**config.mk**
```make
export PLATFORM = sky130hd
export DESIGN_NAME = cfg_handshake_seq
export DESIGN_NICKNAME = d
export VERILOG_FILES = /design/src/rtl/cfg_hs_pkg.sv /design/src/rtl/cfg_hs_sync.sv /design/src/rtl/cfg_hs_crc16.sv /design/src/rtl/cfg_hs_pad.sv /design/src/rtl/cfg_handshake_seq.sv
export SDC_FILE = /design/constraint.sdc
export NUM_CORES = 1
export LEC_CHECK = 0
export BUFFER_PORTS_ARGS = -buffer_cell sky130_fd_sc_hd__buf_2
export CAP_MARGIN = 30
export CORE_UTILIZATION = 52
export DETAILED_ROUTE_END_ITERATION = 10
export GPL_ROUTABILITY_DRIVEN = 0
export HOLD_SLACK_MARGIN = 0.15
export PLACE_DENSITY_LB_ADDON = 0.15
export SETUP_SLACK_MARGIN = 0.4
export SLEW_MARGIN = 10
export SYNTH_ARGS = -nofsm -noshare
export SYNTH_HDL_FRONTEND = slang
export SYNTH_SLANG_ARGS = --single-unit
```
**constraint.sdc**
```tcl
create_clock -name clk -period 1.62 [get_ports clk]
set_input_delay 0.324 -clock clk [delete_from_list [all_inputs] [get_ports clk]]
set_output_delay 0.324 -clock clk [all_outputs]
set_load 0.05 [all_outputs]
```
**src/rtl/cfg_hs_pkg.sv**
```systemverilog
package cfg_hs_pkg;

    typedef enum logic [2:0] {
        ST_IDLE,
        ST_INIT,
        ST_WAIT_INIT_HIGH,
        ST_LOAD,
        ST_CHECK,
        ST_WAKEUP,
        ST_USER,
        ST_ERROR
    } cfg_state_e;

    localparam logic [15:0] CRC16_POLY = 16'h8005;

    // One byte through the CRC register, most significant bit first
    function automatic logic [15:0] crc16_step(input logic [15:0] cur, input logic [7:0] data);
        logic [15:0] c;
        logic        fb;
        c = cur;
        for (int i = 7; i >= 0; i--) begin
            fb = c[15] ^ data[i];
            c  = {c[14:0], 1'b0};
            if (fb) c = c ^ CRC16_POLY;
        end
        return c;
    endfunction

endpackage

```
**src/rtl/cfg_hs_sync.sv**
```systemverilog
module cfg_hs_sync #(
    parameter int          WIDTH   = 1,
    parameter logic        RST_VAL = 1'b1
) (
    input  logic             clk,
    input  logic             rst_n,
    input  logic [WIDTH-1:0] d,
    output logic [WIDTH-1:0] q
);
    for (genvar g = 0; g < WIDTH; g++) begin : g_bit
        logic meta_q, stab_q;
        always_ff @(posedge clk or negedge rst_n) begin
            if (!rst_n) begin
                meta_q <= RST_VAL;
                stab_q <= RST_VAL;
            end else begin
                meta_q <= d[g];
                stab_q <= meta_q;
            end
        end
        assign q[g] = stab_q;
    end
endmodule

```
**src/rtl/cfg_hs_crc16.sv**
```systemverilog
module cfg_hs_crc16 (
    input  logic        clk,
    input  logic        rst_n,
    input  logic        clear,
    input  logic        en,
    input  logic [7:0]  data,
    output logic [15:0] crc
);
    import cfg_hs_pkg::*;

    logic [15:0] crc_q;

    always_ff @(posedge clk or negedge rst_n) begin
        if (!rst_n)     crc_q <= '0;
        else if (clear) crc_q <= '0;
        else if (en)    crc_q <= crc16_step(crc_q, data);
    end

    assign crc = crc_q;
endmodule

```
**src/rtl/cfg_hs_pad.sv**
```systemverilog
module cfg_hs_pad #(
    parameter bit PUSH_PULL = 1'b0
) (
    input  logic strap_user,
    input  logic cfg_low,
    input  logic usr_oe,
    input  logic usr_out,
    output logic pad_oe,
    output logic pad_out
);
    logic cfg_oe, cfg_out;

    if (PUSH_PULL) begin : g_pp
        assign cfg_oe  = 1'b1;
        assign cfg_out = ~cfg_low;
    end else begin : g_od
        assign cfg_oe  = cfg_low;
        assign cfg_out = 1'b0;
    end

    assign pad_oe  = strap_user ? usr_oe  : cfg_oe;
    assign pad_out = strap_user ? usr_out : cfg_out;
endmodule

```
**src/rtl/cfg_handshake_seq.sv**
```systemverilog
module cfg_handshake_seq #(
    parameter int INIT_CYCLES    = 16,
    parameter int DATA_LEN       = 8,
    parameter bit DONE_PUSH_PULL = 1'b0
) (
    input  logic       clk,
    input  logic       rst_n,
    input  logic       strap_user,
    input  logic       jtag_active,
    input  logic       wake_wait_done,
    input  logic       prog_in,
    output logic       prog_oe,
    output logic       prog_out,
    input  logic       init_in,
    output logic       init_oe,
    output logic       init_out,
    input  logic       done_in,
    output logic       done_oe,
    output logic       done_out,
    input  logic       usr_prog_oe,
    input  logic       usr_prog_out,
    input  logic       usr_init_oe,
    input  logic       usr_init_out,
    input  logic       usr_done_oe,
    input  logic       usr_done_out,
    input  logic       cfg_valid,
    input  logic [7:0] cfg_byte,
    output logic       user_en
);
    import cfg_hs_pkg::*;

    localparam int TOTAL_BYTES = DATA_LEN + 2;
    localparam int CNT_W       = $clog2(TOTAL_BYTES + 1);
    localparam int IC_W        = $clog2(INIT_CYCLES + 1);
    localparam logic [CNT_W-1:0] LAST_IDX = CNT_W'(TOTAL_BYTES - 1);
    localparam logic [CNT_W-1:0] DATA_END = CNT_W'(DATA_LEN);
    localparam logic [IC_W-1:0]  INIT_END = IC_W'(INIT_CYCLES - 1);

    // ---------------- pin synchronizers and edge detect ----------------
    logic [2:0] pins_s;
    logic       prog_s, init_s, done_s;
    logic       prog_prev_q;
    logic       prog_fall;

    cfg_hs_sync #(.WIDTH(3), .RST_VAL(1'b1)) u_sync (
        .clk   (clk),
        .rst_n (rst_n),
        .d     ({done_in, init_in, prog_in}),
        .q     (pins_s)
    );
    assign {done_s, init_s, prog_s} = pins_s;

    always_ff @(posedge clk or negedge rst_n) begin
        if (!rst_n) prog_prev_q <= 1'b1;
        else        prog_prev_q <= prog_s;
    end

    assign prog_fall = prog_prev_q & ~prog_s & ~jtag_active & ~strap_user;

    // ---------------- state and datapath registers ----------------
    cfg_state_e       state_q, state_d;
    logic [IC_W-1:0]  init_cnt_q;
    logic [CNT_W-1:0] byte_cnt_q;
    logic [15:0]      rx_crc_q;
    logic [15:0]      calc_crc;
    logic             done_bit_q;
    logic             take;
    logic             last_byte;
    logic             crc_ok;
    logic             done_release;
    logic             wake_ok;

    assign take      = (state_q == ST_LOAD) && cfg_valid;
    assign last_byte = (byte_cnt_q == LAST_IDX);
    assign crc_ok    = (calc_crc == rx_crc_q);

    cfg_hs_crc16 u_crc (
        .clk   (clk),
        .rst_n (rst_n),
        .clear (state_q == ST_INIT),
        .en    (take && (byte_cnt_q < DATA_END)),
        .data  (cfg_byte),
        .crc   (calc_crc)
    );

    assign done_release = done_bit_q && (strap_user || (init_s && prog_s));
    assign wake_ok      = strap_user || (done_release && (!wake_wait_done || done_s));

    // next-state logic
    always_comb begin
        state_d = state_q;
        unique case (state_q)
            ST_IDLE:           if (strap_user) state_d = ST_INIT;
            ST_INIT:           if (init_cnt_q == INIT_END) state_d = ST_WAIT_INIT_HIGH;
            ST_WAIT_INIT_HIGH: if (strap_user || init_s) state_d = ST_LOAD;
            ST_LOAD:           if (take && last_byte) state_d = ST_CHECK;
            ST_CHECK:          state_d = crc_ok ? ST_WAKEUP : ST_ERROR;
            ST_WAKEUP:         if (wake_ok) state_d = ST_USER;
            ST_USER:           state_d = ST_USER;
            ST_ERROR:          state_d = ST_ERROR;
            default:           state_d = ST_IDLE;
        endcase
        if (prog_fall) state_d = ST_INIT;
    end

    // state register
    always_ff @(posedge clk or negedge rst_n) begin
        if (!rst_n) state_q <= ST_IDLE;
        else        state_q <= state_d;
    end

    always_ff @(posedge clk or negedge rst_n) begin
        if (!rst_n) begin
            init_cnt_q <= '0;
            byte_cnt_q <= '0;
            rx_crc_q   <= '0;
            done_bit_q <= 1'b0;
        end else begin
            init_cnt_q <= (state_q == ST_INIT && !prog_fall) ? init_cnt_q + 1'b1 : '0;
            if (state_q == ST_INIT) begin
                byte_cnt_q <= '0;
                rx_crc_q   <= '0;
            end else if (take) begin
                byte_cnt_q <= byte_cnt_q + 1'b1;
                if (byte_cnt_q >= DATA_END) rx_crc_q <= {rx_crc_q[7:0], cfg_byte};
            end
            if (prog_fall || state_q == ST_INIT) done_bit_q <= 1'b0;
            else if (state_q == ST_CHECK && crc_ok) done_bit_q <= 1'b1;
        end
    end

    // ---------------- outputs ----------------
    logic init_low, done_low;

    always_comb begin
        init_low = 1'b0;
        user_en  = 1'b0;
        unique case (state_q)
            ST_INIT, ST_ERROR: init_low = 1'b1;
            ST_USER:           user_en  = 1'b1;
            default:           ;
        endcase
        done_low = !done_release;
    end

    cfg_hs_pad #(.PUSH_PULL(1'b0)) u_pad_prog (
        .strap_user (strap_user), .cfg_low (1'b0),
        .usr_oe (usr_prog_oe), .usr_out (usr_prog_out),
        .pad_oe (prog_oe), .pad_out (prog_out)
    );

    cfg_hs_pad #(.PUSH_PULL(1'b0)) u_pad_init (
        .strap_user (strap_user), .cfg_low (init_low),
        .usr_oe (usr_init_oe), .usr_out (usr_init_out),
        .pad_oe (init_oe), .pad_out (init_out)
    );

    cfg_hs_pad #(.PUSH_PULL(DONE_PUSH_PULL)) u_pad_done (
        .strap_user (strap_user), .cfg_low (done_low),
        .usr_oe (usr_done_oe), .usr_out (usr_done_out),
        .pad_oe (done_oe), .pad_out (done_out)
    );

    // ---------------- assertions ----------------
    AST_INIT_WINDOW: assert property (@(posedge clk) disable iff (!rst_n)
        (state_q == ST_INIT && init_cnt_q != INIT_END && !prog_fall) |=> state_q == ST_INIT);

    AST_JTAG_HOLDS_USER: assert property (@(posedge clk) disable iff (!rst_n)
        (jtag_active && state_q == ST_USER) |=> state_q == ST_USER);

    AST_NO_LOAD_WHILE_INIT_LOW: assert property (@(posedge clk) disable iff (!rst_n)
        (state_q == ST_WAIT_INIT_HIGH && !init_s && !strap_user) |=> state_q != ST_LOAD);

    AST_CHECK_SINGLE_CYCLE: assert property (@(posedge clk) disable iff (!rst_n)
        (state_q == ST_CHECK) |=> state_q inside {ST_WAKEUP, ST_ERROR, ST_INIT});

    AST_ERROR_STICKY: assert property (@(posedge clk) disable iff (!rst_n)
        (state_q == ST_ERROR && !prog_fall) |=> state_q == ST_ERROR);

    AST_DONE_LOW_IN_CONFIG: assert property (@(posedge clk) disable iff (!rst_n)
        (!strap_user && !(state_q inside {ST_WAKEUP, ST_USER})) |-> (done_oe && !done_out));

    AST_USER_FROM_WAKEUP: assert property (@(posedge clk) disable iff (!rst_n)
        $rose(user_en) |-> $past(state_q) == ST_WAKEUP);

endmodule

```
[Word level (Yosys, flattened, before mapping)]
Cells that the tools add are included.
Storage, ports and cells
  output and inout bits: 7
  input bits: 23
  register bits: 52
  word-level logic and storage cells: 126
Operators by class
  muxes and demuxes: 48
  reduce and logical (&&, ||, !) cells: 24
  bitwise gates (word level): 22
  order comparisons: 2
  equal/unequal tests: 15
  $add $sub $neg: 2
Operators with widths (count)
  $mux W16: 27
  $not A3 Y3: 8
  $pmux W3 S8: 1
  $mux W3: 6
  $eq A16 B16 Y1: 1
  $eq A3 B3 Y1 const B: 4
  $ne A3 B3 Y1 const B: 4
  $mux W1: 10
  $logic_and A1 B1 Y1: 8
  $mux W4: 2
  $reduce_bool A2 Y1: 4
  $xor A1 B1 Y1: 8
  $eq A3 B2 Y1 const B: 2
  $add A5 B1 Y5 const B: 1
  $eq A5 B4 Y1 const B: 1
  $logic_or A1 B1 Y1: 5
  $mux W5: 1
  $reduce_and A5 Y1: 1
  $add A4 B1 Y4 const B: 1
  $eq A4 B4 Y1 const B: 1
  $ge A4 B4 Y1 const B: 1
  $lt A4 B4 Y1 const B: 1
  $and A1 B1 Y1: 3
  $eq A3 B1 Y1 const B: 1
  7 further kinds: 11

[Longest topological paths before layout]
  depth after elaboration: 33
  depth in mapped cells: 8
  mapped depth without buffers: 8

[Cells and area by module]
Synthesis repeated with hierarchy kept, for this count alone.
Second synthesis, totals
  cell total of the unflattened synthesis: 269
  area, all modules: 2745.1 um^2
By module, submodules not included
  cfg_handshake_seq: instances 1, area an instance 1655.3 um^2, cells each 179, sequential area each 752.0 um^2
  cfg_hs_crc16: instances 1, area an instance 842.1 um^2, cells each 75, sequential area each 400.4 um^2
  cfg_hs_sync: instances 1, area an instance 180.2 um^2, cells each 9, sequential area each 157.7 um^2
  cfg_hs_pad: instances 3, area an instance 22.5 um^2, cells each 2, sequential area each 0.0 um^2

[Least setup slack after synthesis]
OpenSTA, ideal clock, no wires.
  path type: reg-to-output
  start: register state_q[1]
  end: output port init_oe
  required time: 1.296 ns
  path slack: -0.647 ns
  arrival time: 1.943 ns
  stages on the path, launching flop included: 5
  cell sequence: dfrtp_1 -> buf_1 -> xnor2_1 -> nand2_1 -> o21ai_0
Between the ends
  longest elaborated chain between the ends: 4
RTL lines
  start, declared: line cfg_handshake_seq.sv:61  | cfg_state_e state_q, state_d;
  start signal, assigned: line cfg_handshake_seq.sv:109  | else state_q <= state_d;
  $eq A3 B3 Y1 or $eq A3 B1 Y1 (tied branches): line cfg_handshake_seq.sv:138  | unique case (state_q)
  $reduce_or A2 Y1 *: line cfg_handshake_seq.sv:138
  $mux W1 *: line cfg_handshake_seq.sv:138
  $mux W1 *: line cfg_hs_pad.sv:21  | assign pad_oe = strap_user ? usr_oe : cfg_oe;
  end, declared: line cfg_handshake_seq.sv:15  | output logic init_oe,
Mark *: on every way between the ends. The rest lies on a longest branch, timed or not.

[Worst setup path after layout]
  start: register u_crc.crc_q[12] (netlist: u_crc.crc[12])
  end: register u_crc.crc_q[15] (netlist: u_crc.crc[15])
Between the ends
  longest elaborated chain between the ends: 30
RTL lines
  start, declared: line cfg_hs_crc16.sv:11  | logic [15:0] crc_q;
  start signal, assigned: line cfg_hs_crc16.sv:16  | else if (en) crc_q <= crc16_step(crc_q, data);
  $mux W16 *: line cfg_hs_pkg.sv:24  | if (fb) c = c ^ CRC16_POLY;
  $mux W16 *: line cfg_hs_crc16.sv:16
  $mux W16 *: line cfg_hs_crc16.sv:15  | else if (clear) crc_q <= '0;
  $mux W16 *: line cfg_hs_pkg.sv:24
  $mux W16 *: line cfg_hs_crc16.sv:16
  $mux W16 *: line cfg_hs_crc16.sv:15
  $not A3 Y3 (no line)
  $mux W16 *: line cfg_hs_pkg.sv:24
  [14 not listed]
  $xor A1 B1 Y1 *: line cfg_hs_pkg.sv:22  | fb = c[15] ^ data[i];
  $mux W16 *: line cfg_hs_pkg.sv:24
  $mux W16 *: line cfg_hs_crc16.sv:16
  $mux W16 *: line cfg_hs_crc16.sv:15
  $xor A1 B1 Y1 *: line cfg_hs_pkg.sv:22
  $mux W16 *: line cfg_hs_pkg.sv:24
  $mux W16 *: line cfg_hs_crc16.sv:16
  $mux W16 *: line cfg_hs_crc16.sv:15
Mark *: on every way between the ends. The rest lies on a longest branch, timed or not. The select of a mux whose other input is x is not followed.
A chain may end at the register's enable or synchronous reset.

==> impl_metrics.tcl <==
set metrics [dict create \
    final_util 0.831 \
    slew_violations 0 \
    hold_class "in -> reg" \
    cts_tree "yes" \
    insertion_delay_ns 0.32 \
    ys_seq_elements 52 \
    post-route-min-period_ns 1.76 \
    cts-root-buf "clkbuf_8" \
    rows 25 \
    synth_cells 276 \
    pin_count 30 \
    grt_max_degree 53 \
    cts_buffers 5 \
    multi_input_area_um2 1670 \
    regToRegStartpoint "u_crc.crc[12]" \
    floorplan.initialDensity 0.549 \
    ant_nets 0 \
    crit_start "u_crc.crc[12]" \
    r2r_cells 5 \
    grt_antenna_before_repair 0 \
    clock_skew_ns 0.0120 \
    violations "setup timing" \
    critPathKind "reg -> reg" \
    io_buffers 29 \
    final_nets 384 \
    drtIter0Drc 230 \
    synth_edf_count 0 \
    arrival_ns 2.01 \
    timing.rr.end "u_crc.crc[15]" \
    ff2ff_setup_slack_ns -0.14 \
    start_kind "flop" \
    setup_ws_ns -0.142 \
    fin_crit_sh 1.09 \
    hold_viol_final 0 \
    place_inst 380 \
    grt_pass1_vias 2236 \
    vias 2441 \
    crit_path_frequent_cell "xnor2_2" \
    cts_num_sinks 52 \
    hpwl_um 3690 \
    worstSetupEndpoint "u_crc.crc[15]" \
    vias_per_cell 5.76 \
    die_h_um 73.1 \
    leakagePower_nw 1.88 \
    synth_nets 304 \
    instances_no_fill 424 \
    htree_num_levels 2 \
    cap_violations 0 \
    layout_commonest_cell "dfrtp_1" \
    path_clk_slew_ns 0.10 \
    syn_to_final_growth_pct 51.4 \
    worstHoldStart "cfg_byte[0]" \
    dieArea_um2 5340 \
    outcome "finished with violations" \
    p_per_area_nw_per_um2 1620 \
    netlist_area_um2 2630 \
    grt_pass1_wl_um 11100 \
    grt-ovfl-total 0 \
    peakVddDrop_uv 752 \
    worst_slew_pin_slew_ns 0.361 \
    grt_use_total 0.284 \
    n_fill_cell 247 \
    ys_warn_count 0 \
    antennaDiodeCount 0 \
    cp_data_required_time_ns 1.87 \
    worst_setup_path_end_kind "flop" \
    relSlewSlack 0.759 \
    setup_violations 28 \
    rsz0062_at_grt "true" \
    max_stage_delay_ns 0.51 \
    die_x_um 73.1 \
    synthArstFlopShare 1.00 \
    core_um2 4790 \
    cp_slowest_cell "xnor3_2" \
    fmax_mhz 568 \
    yosysSeqAreaShare 0.499 \
    clockBufferDepth 2 \
    cp_max_fo 3 \
    synthFlopType "dfrtp_1" \
    wl_per_cell_um 18.7 \
    avgSynthCellArea_um2 9.52 \
    drt_wl_total_um 7920 \
    regArea_um2 1310 \
    crit_chain "xnor2_2 -> xnor2_2 -> xnor3_2 -> xor3_1 -> o21ai_1" \
    first_pass_iters 5 \
    synthDistinctLibCells 37 \
    layout-drive-gt1-share 0.518 \
    mostFrequentLayoutCells "dfrtp_1 (42), nand2_1 (35), buf_4 (34)" \
    route.detailed.drc 0 \
]
## kinds of logic after synthesis
group	after synthesis	share of synthesized area
simple gates	113	0.194
fa+ha+maj	5	0.0238
compound gates	43	0.0905
mux	1	0.00429
flops	52	0.499
buf+inv	19	0.0286
xor+xnor	43	0.160
## metrics by stage
stage	area [µm²]	hold WS [ns]	setup WS [ns]	setup TNS (ns)	total power, mW
global placement	3100	0.336	-0.116	-0.270	4.31
CTS	3710	0.243	-0.0960	-0.285	5.95
detailed placement	3100	0.337	-0.127	-0.373	4.38
global route	3980	0.254	-0.199	-2.87	6.74
finish	3980	0.249	-0.142	-1.31	6.45
floorplan	2830	0.0284	0.0370	0	3.63
## critical path, delay by kind of cell (launching register included)
family	cells	cell delay, ns
xor gates and xnor gates	4	1.15
DFF	1	0.42
AOI/OAI and AO/OA	1	0.12
## layer usage
layer	global-route usage	up-vias	part of all wire
met2	0.453	105	0.50
li1	-	1082	-
met4	0.0806	0	0.018
met1	0.390	1238	0.41
met5	0	-	0
met3	0.0635	16	0.067
## how the worst min path moves through the flow
stage | endpoint | slack (ns) | depth (start not counted)
5_1_grt | rx_crc_q[0] | 0.25 | 3
3_3_place_gp | byte_cnt_q[1] | 0.34 | 2
4_1_cts | rx_crc_q[1] | 0.24 | 3
6_report | rx_crc_q[0] | 0.25 | 3
3_5_place_dp | init_cnt_q[1] | 0.34 | 2
2_1_floorplan | byte_cnt_q[0] | 0.03 | 0
## Yosys cell counts, types with 2 or more instances
cell type	instances	area [µm²]
nand4_1	3	18.8
buf_2	3	15.0
nor4_1	3	18.8
xor2_1	24	210
dfrtp_1	45	1130
and2_1	5	31.3
or3_1	2	12.5
o21ai_1	2	10.0
and3_1	2	12.5
clkbuf_1	10	37.5
nand2_1	56	210
a21oi_1	5	25.0
ha_1	5	62.6
nor3_1	2	10.0
nor2_1	14	52.6
nand3_1	21	105
dfstp_2	7	184
o211ai_1	2	15.0
o21ai_0	29	145
xnor2_1	15	131
inv_1	5	18.8
## flip-flops by register name, summed over array words and instances, names as in the netlist
signal,cells
u_sync.g_bit.stab_q,3
u_crc.crc,16
byte_cnt_q,4
u_sync.g_bit.meta_q,3
state_q,3
prog_prev_q,1
rx_crc_q,16
done_bit_q,1
init_cnt_q,5
## final cells by class
cell class / count / area share
clock buffers: 6 / 0.0182
flip-flops and latches: 52 / 0.330
repair buffers: 84 / 0.195
well taps: 67 / 0.0211
multi-input cells: 208 / 0.420
inverters: 5 / 0.00660
clock inverters: 2 / 0.00881
## where the power goes
| group | internal [mW] | leakage, nW | switching [mW] |
|---|---|---|---|
| Combinational | 1.90 | 1.15 | 1.83 |
| Clock | 0.459 | 0.0552 | 0.439 |
| Sequential | 1.55 | 0.681 | 0.276 |
## timing repair
item                                    4_1_cts  5_1_grt
resized for setup                            67       49
setup buffers                                15       11
pin swaps                                    39       20
hold buffers                                  4        0
hold endpoints to repair                     48        0
endpoints found under the setup margin       52       52
gates cloned                                  6        0
Note: power is estimated with default switching activity, not from simulation.
